$ cat src/rtl/packed_alu.sv
module packed_alu #(
  parameter int DATA_W = 64
) (
  input  logic              clk,
  input  logic              rst_n,
  input  logic              req_valid,
  input  logic [1:0]        mode,
  input  logic [3:0]        op,
  input  logic [DATA_W-1:0] dst,
  input  logic [DATA_W-1:0] src,
  output logic              res_valid,
  output logic [DATA_W-1:0] res,
  output logic              illegal
);
  localparam int NWID = 3;
  localparam logic [3:0] OP_ADD = 4'd0, OP_ADDS = 4'd1, OP_ADDU = 4'd2,
                         OP_SUB = 4'd3, OP_SUBS = 4'd4, OP_SUBU = 4'd5,
                         OP_EQ  = 4'd6, OP_GT   = 4'd7, OP_AND  = 4'd8,
                         OP_ANDN = 4'd9, OP_OR  = 4'd10, OP_XOR = 4'd11;

  logic [NWID-1:0][DATA_W-1:0] lane_out;
  logic [DATA_W-1:0] bw_res, nxt;
  logic is_bit, is_sat, legal;
  logic [1:0] sel;

  for (genvar g = 0; g < NWID; g++) begin : g_wid
    localparam int LW = 32 >> g;
    localparam int NL = DATA_W / LW;
    for (genvar l = 0; l < NL; l++) begin : g_lane
      logic [LW-1:0] a, b, o;
      logic [LW:0]   sum, dif;
      logic          add_ovf, sub_ovf;
      logic [LW-1:0] smax, smin;
      assign a = dst[l*LW +: LW];
      assign b = src[l*LW +: LW];
      assign sum = {1'b0, a} + {1'b0, b};
      assign dif = {1'b0, a} - {1'b0, b};
      assign smax = {1'b0, {(LW-1){1'b1}}};
      assign smin = {1'b1, {(LW-1){1'b0}}};
      assign add_ovf = (a[LW-1] == b[LW-1]) && (sum[LW-1] != a[LW-1]);
      assign sub_ovf = (a[LW-1] != b[LW-1]) && (dif[LW-1] != a[LW-1]);
      always_comb begin
        case (op)
          OP_ADD:  o = sum[LW-1:0];
          OP_ADDS: o = add_ovf ? (a[LW-1] ? smin : smax) : sum[LW-1:0];
          OP_ADDU: o = sum[LW] ? {LW{1'b1}} : sum[LW-1:0];
          OP_SUB:  o = dif[LW-1:0];
          OP_SUBS: o = sub_ovf ? (a[LW-1] ? smin : smax) : dif[LW-1:0];
          OP_SUBU: o = dif[LW] ? '0 : dif[LW-1:0];
          OP_EQ:   o = {LW{a == b}};
          OP_GT:   o = {LW{$signed(a) > $signed(b)}};
          default: o = '0;
        endcase
      end
      assign lane_out[g][l*LW +: LW] = o;
    end
  end

  always_comb begin
    case (op)
      OP_AND:  bw_res = dst & src;
      OP_ANDN: bw_res = ~dst & src;
      OP_OR:   bw_res = dst | src;
      default: bw_res = dst ^ src;
    endcase
  end

  assign is_bit = (op >= OP_AND) && (op <= OP_XOR);
  assign is_sat = (op == OP_ADDS) || (op == OP_ADDU) || (op == OP_SUBS) || (op == OP_SUBU);
  assign legal  = is_bit || ((op <= OP_GT) && (mode != 2'd3) && !(is_sat && mode == 2'd0));
  assign sel    = (mode == 2'd3) ? 2'd2 : mode;
  assign nxt    = is_bit ? bw_res : lane_out[sel];

  always_ff @(posedge clk) begin
    if (!rst_n) begin
      res_valid <= 1'b0;
      illegal   <= 1'b0;
      res       <= '0;
    end else begin
      res_valid <= req_valid;
      illegal   <= req_valid && !legal;
      if (req_valid && legal) res <= nxt;
    end
  end
endmodule

$ cat config.mk
export PLATFORM = sky130hd
export DESIGN_NAME = packed_alu
export DESIGN_NICKNAME = d
export VERILOG_FILES = /design/src/rtl/packed_alu.sv
export SDC_FILE = /design/constraint.sdc
export NUM_CORES = 1
export LEC_CHECK = 0
export ABC_AREA = 1
export CAP_MARGIN = 20
export CORE_MARGIN = 5
export CORE_UTILIZATION = 35
export CTS_BUF_LIST = sky130_fd_sc_hd__clkbuf_4 sky130_fd_sc_hd__clkbuf_8 sky130_fd_sc_hd__clkbuf_16
export CTS_CLUSTER_SIZE = 14
export DETAILED_ROUTE_END_ITERATION = 16
export GPL_TIMING_DRIVEN = 0
export PLACE_DENSITY = 0.52
export SLEW_MARGIN = 20
export SYNTH_ARGS = -nofsm -noshare
export SYNTH_HDL_FRONTEND = slang
export SYNTH_SLANG_ARGS = --single-unit
$ cat constraint.sdc
create_clock -name clk -period 9.7 [get_ports clk]
set_input_delay 1.455 -clock clk [delete_from_list [all_inputs] [get_ports clk]]
set_output_delay 1.455 -clock clk [all_outputs]
set_load 0.01 [all_outputs]
==> results.py <==
metrics = {
    "floorplanning": {
        "core_area_mm2": 0.0744,
        "ioPinCount": 203,
        "rows": 100,
        "initial_core_util": 0.353,
        "die_h_um": 284,
        "fp.dieW_um": 284,
        "dieArea_mm2": 0.0806,
    },
    "setup_path": {
        "critPathTopFamily": "compound AO/OA/AOI/OAI gates",
        "cp_num_cells": 24,
        "cp_max_fo": 10,
        "startpoint": "dst[10]",
        "slowest_stage": "clkdlybuf4s50_1",
        "max_stage_delay_ps": 590,
        "worstSetupPathType": "input port to flop",
        "ff2ff_setup_slack_ps": 8920,
        "endpoint_kind": "flop",
        "cp.required_ps": 9970,
        "arrival_ps": 7750,
        "r2r-end": "res[35]$_SDFFE_PN0P_",
        "path_cells": "clkdlybuf4s50_1 -> inv_1 -> ha_1 -> buf_4 -> inv_2 -> a21oi_1 -> a21boi_1 -> nor2_1 -> o21bai_1 -> nand3_1 -> a31oi_1 -> fa_1 -> a21oi_2 -> a21oi_2 -> inv_2 -> nor2_1 -> inv_1 -> nand2_2 -> nor3_4 -> nand3_1 -> nand2_1 -> nand2_1 -> nand2_1 -> a21oi_1",
        "ff2ff_path_depth": 4,
        "r2r-start": "res[35]$_SDFFE_PN0P_",
        "critPathBufInv": 6,
        "cp-endpoint": "res[29]$_SDFFE_PN0P_",
        "crit_path_frequent_cell": "nand2_1",
        "worst_setup_path_start_kind": "input port",
    },
    "timing": {
        "setup_viol": 0,
        "finalHoldViolCount": 0,
        "worst_slack_ps": 2210,
        "rsz0062_at_grt": "no",
        "slew_viol_final": 0,
        "whs_ps": 462,
        "finClkSkew_ps": 0,
        "post-route-period-util": 0.772,
        "tightest_slew_ps": 1300,
        "fin_setup_tns_ps": 0,
        "fin_crit_ps": 7490,
        "maxClockFrequency_mhz": 134,
        "max_slew_margin": 0.137,
    },
    "global_route": {
        "grt_pass1_vias": 32800,
        "antenna_found_initial": 6,
        "grt-ovfl-total": 0,
        "grt_max_degree": 14,
        "grtUsageTotal": 0.406,
        "grt_pass1_wl_um": 240000,
    },
    "cts": {
        "h-tree-depth": 3,
        "cts_buffers": 9,
        "cts_max_path_buffers": 2,
        "cts-root-buf": "clkbuf_16",
        "post_cts_resized": 0,
        "cts_setup_buffers": 0,
        "cts_tree": "done",
        "path_clk_slew_ps": 70,
        "clkLatencyLatePin_ps": 400,
        "clkSinkCount": 66,
        "cts_hold_buffers": 0,
    },
    "logic_synthesis": {
        "netlist-cell-type-count": 62,
        "syn_nets": 5317,
        "async_reset_ff_frac": 0,
        "yosys-top-cells-area": "nand2_1, a21oi_1, ha_1",
        "synthCells": 4943,
        "synthFlopType": "dfxtp_1",
        "yosysWarnings": 0,
        "ys_seq_area_frac": 0.0503,
        "postSynthAreaPerCell_um2": 5.31,
        "synth_area_mm2": 0.0262,
        "netlist_top_cells_count": "nand2_1, inv_1, a21oi_1",
        "ys_ff_latch": 66,
        "synth_edf_count": 0,
        "yosysMostFrequentCell": "nand2_1",
        "synth.top_cell.area_share": 0.206,
        "synth_top_area_cell": "nand2_1",
    },
    "placed_design": {
        "place_congestion": 1.08,
        "place_area_mm2": 0.0297,
        "port_buffers": 199,
        "placed_cells": 6119,
        "dp_hpwl_um": 138000,
        "dp_worst_setup_slack_ps": 2220,
    },
    "drt": {
        "wl_um": 173000,
        "drc": 0,
        "firstDrtPassIters": 7,
        "ant_nets": 0,
        "wl_per_cell_um": 28.2,
        "drt_iter0_markers": 5979,
        "vias": 36400,
        "via_per_inst": 5.92,
    },
    "layout": {
        "syn_to_final_growth_pct": 14.5,
        "drive_above_1_share": 0.0716,
        "stdcell_count": 6138,
        "layout.nets": 5535,
        "fin_util": 0.404,
        "final_area_mm2": 0.0300,
    },
    "pwr": {
        "total_power_mw": 2.74,
        "vdd_drop_max_v": 0.0000692,
        "p_per_area_mw_per_mm2": 91.3,
        "power.leakage_nw": 15.4,
    },
    "hold_path": {
        "holdCritPathClass": "flop to flop",
    },
    "run": {
        "max_cap_violations": 0,
    },
    "status": {
        "status": "completed",
    },
}
## worst min-delay path: stages, from the launching register on
cell	delay, ps
dfxtp_1	310
nand2_1	60
a21oi_1	50
## area by class of cell
cell class,instances,area (um^2)
Clock buffer,10,239
Buffer,189,1090
Sequential cell,66,1320
Clock inverter,6,95.1
Fill cell,8659,44400
Inverter,678,2550
Antenna cell,3,7.51
Timing Repair Buffer,207,2200
Multi-Input combinational cell,4010,21300
Tap cell,969,1210
## report_power, final
group          internal, mW  leakage, nW  switching, mW  total (mW)
clock network         0.236        0.164          0.187       0.423
registers             0.287        0.539        0.00897       0.296
logic                 0.568         14.7           1.45        2.02
## registers in the layout (all words and copies together), names as in the netlist
| register | flops |
|---|---|
| res_valid | 1 |
| illegal | 1 |
| res | 64 |
## cells in the final DEF (no fill, tap or decap), types with 18 or more instances in the layout
master,count
inv_1,612
inv_2,53
buf_2,52
nor3_1,56
fa_1,30
o21bai_1,28
xor2_1,140
a21oi_2,27
clkbuf_2,31
nor2_2,28
buf_4,39
a31oi_1,56
clkbuf_1,42
o21ai_0,318
nand2_2,40
a21oi_1,519
o21ai_1,18
nand2_1,1440
dfxtp_1,66
clkdlybuf4s50_1,199
o22ai_1,31
o211ai_1,24
nor2_1,461
nand3_1,343
ha_1,207
nand4_1,75
## cells by family (layout without fill, tap and decap cells)
group	after synthesis	after routing	synth area share
compound gates	1099	1099	0.232
xor+xnor	151	151	0.0504
other cells	0	3	0
fa+ha+maj	237	237	0.122
flops	66	66	0.0503
simple gates	2523	2523	0.409
buf+inv	867	1090	0.137
## metal layers
layer / global-route usage / wire [um]
met5: 0.0125 / 145
met3: 0.129 / 23900
met1: 0.556 / 71300
met2: 0.570 / 67600
met4: 0.195 / 10500
## worst min-delay path by stage
stage,endpoint,cells after the start,startpoint
6_report,res[0]$_SDFFE_PN0P_,2,res[0]$_SDFFE_PN0P_
2_1_floorplan,res[10]$_SDFFE_PN0P_,2,res[10]$_SDFFE_PN0P_
4_1_cts,res[5]$_SDFFE_PN0P_,2,res[5]$_SDFFE_PN0P_
3_3_place_gp,res[10]$_SDFFE_PN0P_,2,res[10]$_SDFFE_PN0P_
5_1_grt,res[5]$_SDFFE_PN0P_,2,res[5]$_SDFFE_PN0P_
3_5_place_dp,res[15]$_SDFFE_PN0P_,2,res[15]$_SDFFE_PN0P_
Note: power is estimated with default switching activity, not from simulation.
